==> config.mk <==
export PLATFORM = sky130hd
export DESIGN_NAME = dacif_top
export DESIGN_NICKNAME = d
export VERILOG_FILES = /design/src/rtl/dacif_pkg.sv /design/src/rtl/dacif_sync.sv /design/src/rtl/dacif_edges.sv /design/src/rtl/dacif_shifter.sv /design/src/rtl/dacif_regs.sv /design/src/rtl/dacif_top.sv
export SDC_FILE = /design/constraint.sdc
export NUM_CORES = 1
export LEC_CHECK = 0
export ABC_CLOCK_PERIOD_IN_PS = 2160
export CORE_UTILIZATION = 50
export CTS_CLUSTER_DIAMETER = 80
export DETAILED_ROUTE_END_ITERATION = 8
export DONT_BUFFER_PORTS = 1
export GPL_TIMING_DRIVEN = 0
export PLACE_DENSITY_LB_ADDON = 0.2
export SETUP_SLACK_MARGIN = 0.02
export SLEW_MARGIN = 20
export SYNTH_ARGS = -nofsm -noshare
export SYNTH_HDL_FRONTEND = slang
export SYNTH_SLANG_ARGS = --single-unit
==> constraint.sdc <==
create_clock -name clk -period 2.16 [get_ports clk]
set_input_delay 0.432 -clock clk [delete_from_list [all_inputs] [get_ports clk]]
set_output_delay 0.432 -clock clk [all_outputs]
set_load 0.02 [all_outputs]
==> src/rtl/dacif_pkg.sv <==
package dacif_pkg;

   localparam int FRAME_BITS_D  = 32;
   localparam int ADDR_W_D      = 8;
   localparam int CODE_W_D      = 20;
   localparam int CODE_LSB_D    = 4;
   localparam int MODE_BIT_D    = 14;
   localparam int SYNC_STAGES_D = 2;

   localparam logic [ADDR_W_D-1:0] ADDR_DATA_D = 8'h01;
   localparam logic [ADDR_W_D-1:0] ADDR_CFG_D  = 8'h02;

   typedef enum logic {
      UPD_FREE   = 1'b0,
      UPD_STROBE = 1'b1
   } upd_mode_e;

endpackage

==> src/rtl/dacif_sync.sv <==
module dacif_sync #(
   parameter int                WIDTH   = 4,
   parameter int                STAGES  = 2,
   parameter logic [WIDTH-1:0]  RST_VAL = '0
) (
   input  logic             clk,
   input  logic             rst_n,
   input  logic [WIDTH-1:0] d,
   output logic [WIDTH-1:0] q
);

   localparam int LAST = STAGES - 1;

   if (STAGES < 2) begin : g_bad_stages
      $error("dacif_sync: STAGES must be at least 2");
   end
   if (WIDTH < 1) begin : g_bad_width
      $error("dacif_sync: WIDTH must be positive");
   end

   logic [STAGES-1:0][WIDTH-1:0] stg_q;

   always_ff @(posedge clk or negedge rst_n) begin
      if (!rst_n) begin
         for (int i = 0; i < STAGES; i++) stg_q[i] <= RST_VAL;
      end else begin
         stg_q[0] <= d;
         for (int i = 1; i < STAGES; i++) stg_q[i] <= stg_q[i-1];
      end
   end

   assign q = stg_q[LAST];

endmodule

==> src/rtl/dacif_edges.sv <==
module dacif_edges #(
   parameter int               WIDTH     = 3,
   parameter logic [WIDTH-1:0] FALL_MASK = '0,
   parameter logic [WIDTH-1:0] RST_VAL   = '1
) (
   input  logic             clk,
   input  logic             rst_n,
   input  logic [WIDTH-1:0] lvl,
   output logic [WIDTH-1:0] ev
);

   logic [WIDTH-1:0] prev_q;

   always_ff @(posedge clk or negedge rst_n) begin
      if (!rst_n) prev_q <= RST_VAL;
      else        prev_q <= lvl;
   end

   for (genvar g = 0; g < WIDTH; g++) begin : g_bit
      if (FALL_MASK[g]) begin : g_fall
         assign ev[g] = prev_q[g] & ~lvl[g];
      end else begin : g_rise
         assign ev[g] = ~prev_q[g] & lvl[g];
      end
   end

endmodule

==> src/rtl/dacif_shifter.sv <==
module dacif_shifter #(
   parameter int FRAME_BITS = 32
) (
   input  logic                  clk,
   input  logic                  rst_n,
   input  logic                  bit_in,
   input  logic                  sclk_fall,
   input  logic                  selected,
   input  logic                  frame_end,
   output logic                  done_o,
   output logic                  ok_o,
   output logic [FRAME_BITS-1:0] word_o
);

   localparam int CNT_MAX = FRAME_BITS + 1;
   localparam int CNT_W   = $clog2(CNT_MAX + 1);
   localparam logic [CNT_W-1:0] CNT_FULL = CNT_W'(FRAME_BITS);
   localparam logic [CNT_W-1:0] CNT_SAT  = CNT_W'(CNT_MAX);

   if (FRAME_BITS < 2) begin : g_bad_frame
      $error("dacif_shifter: FRAME_BITS must be at least 2");
   end

   logic [FRAME_BITS-1:0] shreg_q;
   logic [CNT_W-1:0]      cnt_q;
   logic                  done_q;
   logic                  ok_q;

   always_ff @(posedge clk or negedge rst_n) begin
      if (!rst_n) begin
         shreg_q <= '0;
         cnt_q   <= '0;
         done_q  <= 1'b0;
         ok_q    <= 1'b0;
      end else begin
         done_q <= 1'b0;
         if (frame_end) begin
            done_q <= 1'b1;
            ok_q   <= (cnt_q == CNT_FULL);
            cnt_q  <= '0;
         end else if (selected && sclk_fall) begin
            shreg_q <= {shreg_q[FRAME_BITS-2:0], bit_in};
            if (cnt_q != CNT_SAT) cnt_q <= cnt_q + 1'b1;
         end
      end
   end

   // The shift register is held while SYNC_n is high, so it is handed out as is.
   assign done_o = done_q;
   assign ok_o   = ok_q;
   assign word_o = shreg_q;

   p_cnt_bound_r4 : assert property (@(posedge clk) disable iff (!rst_n)
      cnt_q <= CNT_SAT);

   p_done_pulse_r3 : assert property (@(posedge clk) disable iff (!rst_n)
      done_q |=> !done_q);

   p_word_frozen_r3 : assert property (@(posedge clk) disable iff (!rst_n)
      done_q |-> $stable(shreg_q));

endmodule

==> src/rtl/dacif_regs.sv <==
module dacif_regs
   import dacif_pkg::*;
#(
   parameter int                 FRAME_BITS = 32,
   parameter int                 ADDR_W     = 8,
   parameter int                 CODE_W     = 20,
   parameter int                 CODE_LSB   = 4,
   parameter int                 MODE_BIT   = 14,
   parameter logic [ADDR_W-1:0]  ADDR_DATA  = 8'h01,
   parameter logic [ADDR_W-1:0]  ADDR_CFG   = 8'h02
) (
   input  logic                             clk,
   input  logic                             rst_n,
   input  logic                             frame_done,
   input  logic                             frame_ok,
   input  logic [FRAME_BITS-1:0]            frame_word,
   input  logic                             ldac_fall,
   output logic [CODE_W-1:0]                code_o,
   output logic [FRAME_BITS-ADDR_W-1:0]     cfg_o
);

   localparam int PAY_W    = FRAME_BITS - ADDR_W;
   localparam int CODE_MSB = CODE_LSB + CODE_W - 1;

   if (ADDR_W < 1 || ADDR_W >= FRAME_BITS) begin : g_bad_addr
      $error("dacif_regs: ADDR_W must leave room for a payload");
   end
   if (CODE_MSB >= PAY_W) begin : g_bad_code
      $error("dacif_regs: code field does not fit in the payload");
   end
   if (MODE_BIT >= PAY_W) begin : g_bad_mode
      $error("dacif_regs: MODE_BIT outside the payload");
   end

   logic [ADDR_W-1:0] addr_w;
   logic [PAY_W-1:0]  payload_w;
   logic [CODE_W-1:0] code_w;
   logic              accept_w;
   logic              wr_data;
   logic              wr_cfg;

   logic [PAY_W-1:0]  cfg_q;
   logic [CODE_W-1:0] buf_q;
   logic [CODE_W-1:0] act_q;
   upd_mode_e         mode;

   assign addr_w    = frame_word[FRAME_BITS-1 -: ADDR_W];
   assign payload_w = frame_word[PAY_W-1:0];
   assign code_w    = frame_word[CODE_MSB:CODE_LSB];
   assign accept_w  = frame_done && frame_ok;
   assign wr_data   = accept_w && (addr_w == ADDR_DATA);
   assign wr_cfg    = accept_w && (addr_w == ADDR_CFG);
   assign mode      = upd_mode_e'(cfg_q[MODE_BIT]);

   always_ff @(posedge clk or negedge rst_n) begin
      if (!rst_n) begin
         cfg_q <= '0;
         buf_q <= '0;
         act_q <= '0;
      end else begin
         if (wr_cfg)  cfg_q <= payload_w;
         if (wr_data) buf_q <= code_w;
         if (wr_data && mode == UPD_FREE)
            act_q <= code_w;
         else if (ldac_fall && mode == UPD_STROBE)
            act_q <= buf_q;
      end
   end

   assign code_o = act_q;
   assign cfg_o  = cfg_q;

   p_free_follow_r7 : assert property (@(posedge clk) disable iff (!rst_n)
      (wr_data && mode == UPD_FREE) |=> (act_q == $past(code_w)));

   p_strobe_hold_r8 : assert property (@(posedge clk) disable iff (!rst_n)
      (mode == UPD_STROBE && !ldac_fall) |=> $stable(act_q));

   p_cfg_load_r6 : assert property (@(posedge clk) disable iff (!rst_n)
      wr_cfg |=> (cfg_q == $past(payload_w)));

   p_drop_bad_r4 : assert property (@(posedge clk) disable iff (!rst_n)
      (frame_done && !frame_ok && !ldac_fall) |=> ($stable(act_q) && $stable(cfg_q) && $stable(buf_q)));

   p_free_ldac_r7 : assert property (@(posedge clk) disable iff (!rst_n)
      (mode == UPD_FREE && !wr_data) |=> $stable(act_q));

endmodule

==> src/rtl/dacif_top.sv <==
module dacif_top
   import dacif_pkg::*;
#(
   parameter int                FRAME_BITS  = FRAME_BITS_D,
   parameter int                ADDR_W      = ADDR_W_D,
   parameter int                CODE_W      = CODE_W_D,
   parameter int                CODE_LSB    = CODE_LSB_D,
   parameter int                MODE_BIT    = MODE_BIT_D,
   parameter int                SYNC_STAGES = SYNC_STAGES_D,
   parameter logic [ADDR_W-1:0] ADDR_DATA   = ADDR_DATA_D,
   parameter logic [ADDR_W-1:0] ADDR_CFG    = ADDR_CFG_D
) (
   input  logic                         clk,
   input  logic                         rst_n,
   input  logic                         sclk,
   input  logic                         sync_n,
   input  logic                         sdin,
   input  logic                         ldac_n,
   output logic [CODE_W-1:0]            dac_code,
   output logic [FRAME_BITS-ADDR_W-1:0] cfg_word
);

   localparam int PAY_W = FRAME_BITS - ADDR_W;

   // Synchronized vector: [3] sclk, [2] sync_n, [1] sdin, [0] ldac_n
   localparam int          IN_W    = 4;
   localparam logic [3:0]  IN_IDLE = 4'b1101;
   // Edge vector: [2] sclk fall, [1] sync_n rise, [0] ldac_n fall
   localparam int          EV_W    = 3;
   localparam logic [2:0]  EV_FALL = 3'b101;
   localparam logic [2:0]  EV_IDLE = 3'b111;

   logic [IN_W-1:0]       in_s;
   logic [EV_W-1:0]       ev;
   logic                  frame_done;
   logic                  frame_ok;
   logic [FRAME_BITS-1:0] frame_word;

   dacif_sync #(
      .WIDTH   (IN_W),
      .STAGES  (SYNC_STAGES),
      .RST_VAL (IN_IDLE)
   ) u_sync (
      .clk   (clk),
      .rst_n (rst_n),
      .d     ({sclk, sync_n, sdin, ldac_n}),
      .q     (in_s)
   );

   dacif_edges #(
      .WIDTH     (EV_W),
      .FALL_MASK (EV_FALL),
      .RST_VAL   (EV_IDLE)
   ) u_edges (
      .clk   (clk),
      .rst_n (rst_n),
      .lvl   ({in_s[3], in_s[2], in_s[0]}),
      .ev    (ev)
   );

   dacif_shifter #(
      .FRAME_BITS (FRAME_BITS)
   ) u_shift (
      .clk       (clk),
      .rst_n     (rst_n),
      .bit_in    (in_s[1]),
      .sclk_fall (ev[2]),
      .selected  (~in_s[2]),
      .frame_end (ev[1]),
      .done_o    (frame_done),
      .ok_o      (frame_ok),
      .word_o    (frame_word)
   );

   dacif_regs #(
      .FRAME_BITS (FRAME_BITS),
      .ADDR_W     (ADDR_W),
      .CODE_W     (CODE_W),
      .CODE_LSB   (CODE_LSB),
      .MODE_BIT   (MODE_BIT),
      .ADDR_DATA  (ADDR_DATA),
      .ADDR_CFG   (ADDR_CFG)
   ) u_regs (
      .clk        (clk),
      .rst_n      (rst_n),
      .frame_done (frame_done),
      .frame_ok   (frame_ok),
      .frame_word (frame_word),
      .ldac_fall  (ev[0]),
      .code_o     (dac_code),
      .cfg_o      (cfg_word)
   );

   p_hold_low_r5 : assert property (@(posedge clk) disable iff (!rst_n)
      (!in_s[2] && $past(!in_s[2]) && !cfg_word[MODE_BIT]) |=> $stable(dac_code));

   p_cfg_only_on_frame_r6 : assert property (@(posedge clk) disable iff (!rst_n)
      !frame_done |=> $stable(cfg_word));

   if (PAY_W < 1) begin : g_bad_payload
      $error("dacif_top: empty payload");
   end

endmodule

==> impl_metrics.csv <==
group,metric,value,unit
routing,via_per_inst,5.46,
power,swShare,19.7,%
timing,layout_min_cycle_time,1.94,ns
critical_path,cp.required,2.53,ns
cts,cts-htree-levels,4,
run_status,violations,"hold timing",
power,p_sw,1060,uW
hold_path,hold_path.class,"primary input to async pin",
place,place_congestion,0.778,
cts,postCtsHoldBufs,4,
timing,fmax,514,MHz
logic_synthesis,syn_area,0.00452,mm2
routing,drc_errors,0,
routing,first_iter_violations,121,
routing,wl,8520,um
timing,rsz0062_at_grt,"false",
global_routing,grt_overflow_total,0,
timing,worst_pin_slew,0.657,ns
cts,insertion_delay,0.51,ns
timing,fin_skew,0.00971,ns
logic_synthesis,post_synth.cell_area_avg,12.7,um2
flow_run,drv_cap,0,
cts,clk_path_buf_depth,2,
floorplanning,core-area,0.00872,mm2
power,vdd_drop_max,553,uV
global_routing,grt_pass1_wl,14300,um
layout,final_common_cell,"dfrtp_1",
layout,final_nets,387,
floorplanning,die_area,0.00941,mm2
routing,first_pass_iters,5,
cts,cts_setup_buffers,0,
power,power_density,1010,mW/mm2
routing,final_antenna_net_count,0,
floorplanning,die_w,97.0,um
place,port_buffers,0,
cts,path_clk_slew,0.06,ns
timing,setup_ws,0.216,ns
power,seqPwrFrac,42.1,%
global_routing,grt_start_max_net_pins,116,
global_routing,antenna_found_initial,0,
power,p_clk_share,56.3,%
power,finalPower,5400,uW
logic_synthesis,synth_area_leaders,"dfrtp_1, mux2_2, nand2_1",
critical_path,arrival,2.31,ns
logic_synthesis,synthCells,355,
logic_synthesis,yosysWarnings,0,
layout,num_antenna_cells,0,
routing,routedWlPerCell,17.1,um
place,dp_slack,0.244,ns
logic_synthesis,yosysSeqAreaShare,64.0,%
critical_path,start_kind,"flop",
layout,fin_area,0.00535,mm2
cts,clock_sinks,115,
layout,final_cell_mix,"dfrtp_1, nand2_1, mux2_2",
global_routing,track_usage,19.8,%
timing,max_slew_margin,56.1,%
timing,setup-tns-final,0,ns
logic_synthesis,synth_cell_type_count,37,
timing,hold_viol_final,115,
global_routing,grt_pass1_vias,2872,
logic_synthesis,synth_nets,364,
timing,setup_viol,0,
critical_path,crit_path_end_kind,"flop",
routing,vias,2723,
timing,fin_crit_sh,90.0,%
power,p_leak,0.00272,uW
layout,area_growth,18.5,%
cts,cts_tree,"built",
floorplanning,initial_core_util,51.8,%
critical_path,crit_fanout,10,
critical_path,critPathKind,"flop to flop",
floorplanning,die_y,97.0,um
logic_synthesis,synth_area_leader_cell,"dfrtp_1",
logic_synthesis,ys_ff_latch,115,
power,combinationalPowerShare,1.6,%
logic_synthesis,synth.top_cell.area_share,58.7,%
timing,hold_slack,-0.372,ns
timing,maxSlewViolCount,0,
layout,drive_above_1_share,27.4,%
floorplanning,io_pins,50,
floorplanning,rows,34,
cts,root_buffer,"clkbuf_8",
place,hpwl,5220,um
power,p_int,4340,uW
run_status,status,"finished with violations",
critical_path,r2r_cells,4,
place,post_dp_cell_area,0.00465,mm2
cts,cts-buffers-inserted,17,
critical path, stage by stage (launching register included):
cell and delay [ns]:
dfstp_2 0.52, or3b_2 0.49, clkbuf_1 0.25, o311ai_0 0.42, o41ai_1 0.13
cell usage after synthesis:
| cell | number |
|---|---|
| o311ai_0 | 1 |
| clkbuf_8 | 1 |
| o211ai_1 | 2 |
| dfstp_2 | 9 |
| o31ai_1 | 1 |
| and4_2 | 1 |
| and3b_1 | 1 |
| o41ai_1 | 1 |
| nand3_1 | 4 |
| ha_1 | 3 |
| nand4_1 | 1 |
| or3_1 | 2 |
| nor2_1 | 1 |
| nor2b_1 | 2 |
| or3b_2 | 1 |
| dfrtp_1 | 106 |
| buf_2 | 4 |
| o21ai_0 | 2 |
| mux2_2 | 44 |
| nand4b_4 | 1 |
| a41oi_4 | 1 |
| a221o_2 | 9 |
| mux2i_1 | 1 |
| nor3b_1 | 1 |
| clkbuf_1 | 9 |
| buf_6 | 2 |
| a21o_1 | 1 |
| nand2_1 | 101 |
| and4bb_2 | 1 |
| a221o_1 | 10 |
| nor4_4 | 1 |
| and2_1 | 19 |
| a21oi_1 | 2 |
| inv_1 | 5 |
| nor4b_1 | 1 |
| nand2b_1 | 2 |
| mux2_1 | 1 |
layer usage:
metal | vias to the layer above | wire length, um | track usage, %
met5 | - | 0 | 0
met4 | 0 | 153 | 8.04
met3 | 15 | 515 | 8.02
met2 | 71 | 4200 | 31.6
met1 | 1372 | 3650 | 23.7
li1 | 1265 | - | -
sequential cells by signal, indices dropped and copies added, names as in the netlist:
name	flops
u_shift.word_o	32
u_regs.cfg_o	24
u_regs.buf_q	20
u_regs.code_o	20
u_shift.cnt_q	6
u_sync.q	4
u_sync.stg_q	4
u_edges.prev_q	3
u_shift.done_o	1
u_shift.ok_o	1
kinds of logic (layout without fill, tap and decap cells):
| kind of cell | Yosys count | in the layout | synth area share [%] |
|---|---|---|---|
| AOI/OAI and AO/OA | 30 | 30 | 6.57 |
| adders and majority gates | 3 | 3 | 0.831 |
| buffers and inverters | 21 | 57 | 2.41 |
| DFF | 115 | 115 | 64.0 |
| muxes | 46 | 46 | 11.4 |
| and+or+nand+nor | 140 | 140 | 14.8 |
final cells by class:
cell class | count | area [um2]
repair buffers | 4 | 40.0
flip-flops and latches | 115 | 2890
inverters | 5 | 18.8
plain buffers | 16 | 90.1
fillers | 686 | 3370
multi-input cells | 219 | 1520
clock inverters | 12 | 203
clock buffers | 20 | 455
well taps | 108 | 135
through the flow:
step / cells / hold WS, ns / utilization, %
finish: 499 / -0.372 / 61.3
CTS: 499 / -0.400 / 61.3
floorplan: 355 / 0.136 / -
global route: 499 / -0.406 / 61.3
global placement: 463 / 0.141 / 53.3
detailed placement: 463 / 0.141 / 53.3
final timing paths:
path | slack, ns | end | from
min | -0.37 | u_shift.done_o$_DFF_PN0_ | rst_n
min in group clk | 0.35 | u_sync.q[1]$_DFF_PN0_ | u_sync.stg_q[1]$_DFF_PN0_
max | 0.22 | u_shift.cnt_q[5]$_DFFE_PN0P_ | u_edges.prev_q[2]$_DFF_PN1_
max reg2reg | 0.22 | u_shift.cnt_q[5]$_DFFE_PN0P_ | u_edges.prev_q[2]$_DFF_PN1_
min reg2reg | 0.35 | u_sync.q[1]$_DFF_PN0_ | u_sync.stg_q[1]$_DFF_PN0_
max in group asynchronous | 2.30 | u_edges.prev_q[1]$_DFF_PN1_ | rst_n
timing repair:
item | in CTS | in global routing
endpoints found under the setup margin | 0 | 0
resized for setup | 0 | 0
endpoints found under the hold margin | 119 | 115
power groups by stage:
stage / logic, uW / clock network, uW / registers [uW]
finish: 86.6 / 3040 / 2270
global route: 101 / 3190 / 2280
CTS: 88.2 / 3090 / 2270
detailed placement: 80.9 / 0 / 2310
global placement: 76.1 / 0 / 2310
floorplan: 64.0 / 0 / 2290
Note: power is estimated with default switching activity, not from simulation.
